$ cat config.mk
export PLATFORM = sky130hd
export DESIGN_NAME = status_alu
export DESIGN_NICKNAME = d
export VERILOG_FILES = /design/src/rtl/status_alu_pkg.sv /design/src/rtl/alu_datapath.sv /design/src/rtl/alu_flag_reg.sv /design/src/rtl/status_alu.sv
export SDC_FILE = /design/constraint.sdc
export NUM_CORES = 1
export LEC_CHECK = 0
export BUFFER_PORTS_ARGS = -buffer_cell sky130_fd_sc_hd__buf_2
export CAP_MARGIN = 20
export CORE_MARGIN = 10
export CORE_UTILIZATION = 54
export DETAILED_ROUTE_END_ITERATION = 6
export PLACE_DENSITY = 0.86
export RECOVER_POWER = 25
export SYNTH_ARGS = -nofsm -noshare
export SYNTH_HDL_FRONTEND = slang
export SYNTH_SLANG_ARGS = --single-unit
$ cat constraint.sdc
create_clock -name clk -period 6.4 [get_ports clk]
set_clock_uncertainty 0.05 [all_clocks]
set_input_delay 1.28 -clock clk [delete_from_list [all_inputs] [get_ports clk]]
set_output_delay 1.28 -clock clk [all_outputs]
set_load 0.01 [all_outputs]
$ cat src/rtl/status_alu_pkg.sv
package status_alu_pkg;

  typedef enum logic [2:0] {
    OP_PASS_ACC = 3'b000,
    OP_PASS_BUS = 3'b001,
    OP_NOT_ACC  = 3'b010,
    OP_AND      = 3'b011,
    OP_OR       = 3'b100,
    OP_ADD      = 3'b101,
    OP_NEG_BUS  = 3'b110,
    OP_SUB      = 3'b111
  } alu_op_e;

endpackage

$ cat src/rtl/alu_datapath.sv
module alu_datapath
  import status_alu_pkg::*;
#(
  parameter int WIDTH       = 12,
  parameter bit SHARE_ADDER = 1'b1
) (
  input  logic [WIDTH-1:0] acc_i,
  input  logic [WIDTH-1:0] bus_i,
  input  logic [2:0]       func_i,
  input  logic             cin_i,
  output logic [WIDTH-1:0] result_o
);

  localparam logic [WIDTH-1:0] ZERO = '0;

  alu_op_e           op;
  logic [WIDTH-1:0]  arith;
  logic [WIDTH-1:0]  logic_res;

  assign op = alu_op_e'(func_i);

  // Bitwise and pass-through functions
  always_comb begin
    unique case (op)
      OP_PASS_ACC: logic_res = acc_i;
      OP_PASS_BUS: logic_res = bus_i;
      OP_NOT_ACC:  logic_res = ~acc_i;
      OP_AND:      logic_res = bus_i & acc_i;
      OP_OR:       logic_res = bus_i | acc_i;
      default:     logic_res = acc_i;
    endcase
  end

  generate
    if (SHARE_ADDER) begin : g_shared
      // One adder serves add, subtract and negate
      logic [WIDTH-1:0] opa;
      logic [WIDTH-1:0] opb;
      logic             cy;
      always_comb begin
        unique case (op)
          OP_SUB: begin
            opa = acc_i;
            opb = ~bus_i;
            cy  = 1'b1;
          end
          OP_NEG_BUS: begin
            opa = ZERO;
            opb = ~bus_i;
            cy  = 1'b1;
          end
          default: begin
            opa = acc_i;
            opb = bus_i;
            cy  = cin_i;
          end
        endcase
      end
      assign arith = opa + opb + {{(WIDTH-1){1'b0}}, cy};
    end else begin : g_separate
      // Independent units, shallower select after each
      logic [WIDTH-1:0] sum;
      logic [WIDTH-1:0] diff;
      logic [WIDTH-1:0] neg;
      assign sum  = acc_i + bus_i + {{(WIDTH-1){1'b0}}, cin_i};
      assign diff = acc_i - bus_i;
      assign neg  = ZERO - bus_i;
      always_comb begin
        unique case (op)
          OP_SUB:     arith = diff;
          OP_NEG_BUS: arith = neg;
          default:    arith = sum;
        endcase
      end
    end
  endgenerate

  always_comb begin
    unique case (op)
      OP_ADD, OP_SUB, OP_NEG_BUS: result_o = arith;
      default:                    result_o = logic_res;
    endcase
  end

endmodule

$ cat src/rtl/alu_flag_reg.sv
module alu_flag_reg #(
  parameter int WIDTH = 12
) (
  input  logic             clk,
  input  logic             rst_n,
  input  logic [WIDTH-1:0] res_i,
  output logic             zero_q_o,
  output logic             neg_q_o
);

  localparam int SIGN_BIT = WIDTH - 1;

  logic zero_now;
  assign zero_now = (res_i == '0);

  always_ff @(posedge clk or negedge rst_n) begin
    if (!rst_n) begin
      zero_q_o <= 1'b0;
      neg_q_o  <= 1'b0;
    end else begin
      zero_q_o <= zero_now;
      neg_q_o  <= res_i[SIGN_BIT];
    end
  end

  // Checker state: one cycle has been captured since reset
  logic armed;
  always_ff @(posedge clk or negedge rst_n) begin
    if (!rst_n) armed <= 1'b0;
    else        armed <= 1'b1;
  end

  assert_zero_delay_R10: assert property (@(posedge clk) disable iff (!rst_n)
    armed |-> (zero_q_o == ($past(res_i) == '0)));

  assert_neg_delay_R11: assert property (@(posedge clk) disable iff (!rst_n)
    armed |-> (neg_q_o == $past(res_i[SIGN_BIT])));

  assert_both_flags_R10_R11: assert property (@(posedge clk) disable iff (!rst_n)
    armed |-> !(zero_q_o && neg_q_o));

endmodule

$ cat src/rtl/status_alu.sv
module status_alu
  import status_alu_pkg::*;
#(
  parameter int WIDTH       = 12,
  parameter bit SHARE_ADDER = 1'b1
) (
  input  logic             clk,
  input  logic             rst_n,
  input  logic [WIDTH-1:0] acc_i,
  input  logic [WIDTH-1:0] bus_i,
  input  logic [2:0]       func_i,
  input  logic             cin_i,
  output logic [WIDTH-1:0] result_o,
  output logic             zero_q_o,
  output logic             neg_q_o
);

  logic [WIDTH-1:0] res;

  alu_datapath #(
    .WIDTH       (WIDTH),
    .SHARE_ADDER (SHARE_ADDER)
  ) u_datapath (
    .acc_i    (acc_i),
    .bus_i    (bus_i),
    .func_i   (func_i),
    .cin_i    (cin_i),
    .result_o (res)
  );

  alu_flag_reg #(
    .WIDTH (WIDTH)
  ) u_flags (
    .clk      (clk),
    .rst_n    (rst_n),
    .res_i    (res),
    .zero_q_o (zero_q_o),
    .neg_q_o  (neg_q_o)
  );

  assign result_o = res;

  assert_pass_acc_R1: assert property (@(posedge clk) disable iff (!rst_n)
    (func_i == OP_PASS_ACC) |-> (result_o == acc_i));

  assert_pass_bus_R2: assert property (@(posedge clk) disable iff (!rst_n)
    (func_i == OP_PASS_BUS) |-> (result_o == bus_i));

  assert_not_acc_R3: assert property (@(posedge clk) disable iff (!rst_n)
    (func_i == OP_NOT_ACC) |-> ((result_o ^ acc_i) == {WIDTH{1'b1}}));

  assert_neg_bus_R7: assert property (@(posedge clk) disable iff (!rst_n)
    (func_i == OP_NEG_BUS) |-> (WIDTH'(result_o + bus_i) == '0));

  assert_sub_wrap_R8: assert property (@(posedge clk) disable iff (!rst_n)
    (func_i == OP_SUB) |-> (WIDTH'(result_o + bus_i) == acc_i));

endmodule

Word level (Yosys, flattened, before mapping):

Cells that the tools add are included.

* register bits: 2
* latch bits: 0
* memory bits (writable): 0
* bits in read-only memories: 0
* input bits: 30
* output and inout port bits: 14
* word-level logic and storage cells: 23
* memories kept: 0

* add/sub/neg operators: 2
* $mul: 0
* divide/modulo/power cells: 0
* magnitude comparators: 0
* equal/unequal tests: 7
* shifts and indexed selects: 0
* mux-type cells: 5
* bitwise operators: 4
* reduce and logical (&&, ||, !) cells: 3

Operators with widths (count)
* $pmux 12 s4: 1
* $mux 12: 3
* $not 12->12: 2
* $add 12x1->12: 1
* $add 12x12->12: 1
* $and 12x12->12: 1
* $eq 3x3->1 const B: 4
* $logic_not 12->1: 1
* $or 12x12->12: 1
* $eq 3x2->1 const B: 2
* $eq 3x1->1 const B: 1
* $reduce_or 3->1: 1
* $reduce_or 2->1: 1
* $mux 1: 1

Logic depth before layout (Yosys ltp):

* word-level depth: 7
* gate-level depth with buffers: 16
* depth with buffers taken out: 13

Modules after synthesis:

Synthesis repeated with hierarchy kept, for this count alone.

* cell total of the unflattened synthesis: 222
* area, all modules: 1529.0 um2

By module, submodules not included
* alu_datapath: times used 1, cells an instance 216, area an instance 1453.9 um2, seq. area each 0.0 um2
* alu_flag_reg: times used 1, cells an instance 6, area an instance 75.1 um2, seq. area each 50.0 um2

Least setup slack after synthesis:

OpenSTA, ideal clock, no wires.

* path kind: in2out
* start: input port func_i[1]
* end: output port result_o[10]
* arrival time: 4.354 ns
* required time: 5.070 ns
* setup slack: 0.716 ns
* stages on the path: 15
* buffers on the path: 4
* cell sequence: buf_4 > buf_2 > buf_4 > nand2_1 > buf_1 > xnor2_1 > fa_1 > inv_1 > fa_1 > nand2b_1 > a21oi_1 > o21ai_0 > o31ai_1 > or4b_1 > nand3_1

* word-level cells in the longest chain between the ends: 6
* elaborated cells on any way between the ends: 16
* classes of those cells: add/sub (2); eq/ne (7); mux (5); reduce/logical (2)

RTL lines
* from (decl): line status_alu.sv:11 `input logic [2:0] func_i,`
* $eq 3x3->1: line alu_datapath.sv:41, alu_datapath.sv:79
* $reduce_or 2->1 (no line)
* $mux 12
* $add 12x12->12: line alu_datapath.sv:59 `assign arith = opa + opb + {{(WIDTH-1){1'b0}}, cy};`
* $add 12x1->12: line alu_datapath.sv:59
* $mux 12 *: line alu_datapath.sv:79 `unique case (op)`
* to (decl): line status_alu.sv:13 `output logic [WIDTH-1:0] result_o,`

Mark *: on every way between the ends. The rest lies on a longest branch, timed or not.

Worst setup path after layout:

* start: input port func_i[2]
* end: output port result_o[10]

Same word-level chain as after synthesis.

==> impl_metrics.yaml <==
yosys:
  synth_edf_count: 0
  syn_nets: 283
  muxShareOfSynthArea: 0.0428
  synth-xor-area-share: 0.0735
  netlist.area_leader.share: 0.0750
  syn_avg_cell_area_um2: 6.92
  synth_area_leaders: "ha_1 7.5%, a21oi_1 7.2%, nand2b_1 6.0%"
  ys_seq_area_frac: 0.0300
  synth_cell_types: 63
  async_reset_ff_frac: 1.00
  synth_compound_area_frac: 0.320
  synth_top_cell_by_area: "ha_1"
  yosys_warnings: 0
  synth_seq_cells: 2
  yosys.area_share.adder: 0.0990
  synth_top_family_by_area: "simple AND/OR/NAND/NOR gates"
  synthSimpleGateAreaFrac: 0.359
  syn_inst: 241
  syn_area_um2: 1670
  synthFlopType: "dfrtp_1"
timing:
  worst_slew_pin_slew_ns: 0.514
  min_period_over_period: 0.862
  hold_violations: 0
  slew_headroom: 0.655
  rsz0062_at_grt: "no"
  fmax_mhz: 181
  layout_setup_ws_ns: 0.886
  drv_slew: 0
  hold_ws_ns: 0.774
  tns_ns: 0
  setup_viol: 0
  finalCriticalPeriod_ns: 5.51
global_route:
  overflow: 0
  grt_pass1_wl_mm: 8.02
  grt_max_degree: 40
  grt_pass1_vias: 1792
  antenna_found_initial: 0
  grt.total_usage: 0.170
critical_path:
  crit_chain: "buf_2 > nand2_1 > or2_2 > and2_1 > fa_1 > inv_1 > fa_1 > nand2b_1 > a21oi_1 > o21ai_0 > o31ai_1 > or4b_1 > nand3_1 > buf_2"
  crit_fanout: 11
  cpPeakStageDelay_ns: 0.50
  cp.buffers_inverters: 3
  cp.required_ns: 5.07
  critPathTopFamily: "simple AND/OR/NAND/NOR gates"
  cp-end-kind: "output pin"
  path_class: "in -> out"
  crit_slowest_cell: "or4b_1"
  cp-start-kind: "input pin"
  cp.arrival_ns: 4.18
floorplanning:
  core_um2: 3000
  die_w_um: 75.6
  io_pins: 44
  rows: 20
  die_h_um: 75.6
  start_util: 0.555
  die-area_um2: 5710
clocking:
  postCtsSetupBuffers: 0
  cts_buffer_depth: 2
  cts-resized-gates: 0
  ctsHoldBuffers: 0
  clockRootBuffer: "clkbuf_4"
  cts-htree-levels: 1
  cts.sinks: 2
  tritoncts: "done"
  numCtsBuffers: 3
  cts.clk_slew.worst_paths_ns: 0.03
pwr:
  power_leakage_nw: 0.817
  p_per_area_nw_per_um2: 136
  total_power_w: 0.000256
  irDropWorstVdd_mv: 0.0414
place:
  place_ws_ns: 0.908
  dp_hpwl_mm: 3.71
  portBuffers: 43
  gp_congestion: 0.945
routing:
  wl_per_cell_um: 15.6
  routed_via_density: 6.19
  firstDrtPassIters: 4
  num_vias: 1907
  drt_iter0_markers: 149
  wl_mm: 4.81
  drc: 0
  antenna_left: 0
run:
  maxCapViolations: 0
layout:
  nets: 319
  drive_above_1_share: 0.215
  diodes: 0
  syn_to_final_growth_pct: 12.5
  final_core_util: 0.625
worst_hold_path:
  hp-class: "in -> async"
outcome:
  status: "complete, no violations"
[layout by cell type, fill, tap and decap left out, types with 2 or more instances in the layout]
cell type,Yosys,final
a2111o_1,2,2
a211o_1,2,2
a211oi_1,8,8
a21o_1,2,2
a21oi_1,24,24
a221oi_1,2,2
a22oi_1,3,3
a31oi_1,3,3
a32oi_1,2,2
and2_1,10,10
and3_1,2,2
buf_2,5,40
buf_4,6,4
clkbuf_1,3,3
clkbuf_4,0,3
dfrtp_1,2,2
fa_1,2,2
ha_1,10,10
inv_1,8,8
mux2i_1,6,6
nand2_1,19,19
nand2b_1,16,16
nand3_1,9,9
nand3b_1,4,4
nand4_1,2,2
nor2_1,17,17
nor2b_1,3,3
nor4bb_1,2,2
o21a_1,2,2
o21ai_0,14,14
o31ai_1,3,3
or2_1,3,3
or2_2,2,2
xnor2_1,11,11
xor2_1,3,3
[kinds of logic after synthesis]
logic type      after synthesis
compound gates               79
mux                           7
xor+xnor                     14
buf+inv                      24
simple gates                103
fa+ha+maj                    12
flops                         2
[worst paths after layout]
kind	startpoint	end	slack, ns	depth (start not counted)
max in group asynchronous	rst_n	u_flags.zero_q_o	5.40	1
max	func_i[2]	result_o[10]	0.89	14
min in group clk	acc_i[9]	u_flags.zero_q_o	1.48	4
min	rst_n	u_flags.neg_q_o	0.77	1
[through the flow]
| step | instances | area, um^2 |
|---|---|---|
| after floorplan | 241 | 1670 |
| after global placement | 305 | 1860 |
| after detailed placement | 305 | 1860 |
| after CTS | 308 | 1880 |
| after global routing | 308 | 1880 |
| final | 308 | 1880 |
[routing by layer]
| layer | up-vias | track usage | part of all wire |
|---|---|---|---|
| li1 | 960 | - | - |
| met1 | 888 | 0.200 | 0.41 |
| met2 | 53 | 0.309 | 0.52 |
| met3 | 6 | 0.0143 | 0.052 |
| met4 | 0 | 0.0660 | 0.015 |
| met5 | - | 0 | 0 |
[registers in the layout, indices dropped and copies added (netlist names)]
register	count
u_flags.neg_q_o	1
u_flags.zero_q_o	1
[layout make-up]
cell class / count / area [um^2]
inverters: 8 / 30.0
well taps: 33 / 41.3
flip-flops and latches: 2 / 50.0
fillers: 268 / 1130
repair buffers: 47 / 241
clock buffers: 3 / 22.5
multi-input cells: 215 / 1490
[synthesized netlist by cell type (8+ instances only)]
cell,n
ha_1,10
nand3_1,9
a21oi_1,24
nand2_1,19
xnor2_1,11
nor2_1,17
inv_1,8
and2_1,10
o21ai_0,14
nand2b_1,16
a211oi_1,8
[power by group]
part	switching, W	total [W]	internal [W]	leakage, nW
combinational	0.000121	0.000213	0.0000913	0.778
sequential	0.000000256	0.0000142	0.0000139	0.0257
clock	0.00000839	0.0000292	0.0000208	0.0138
Note: power is estimated with default switching activity, not from simulation.
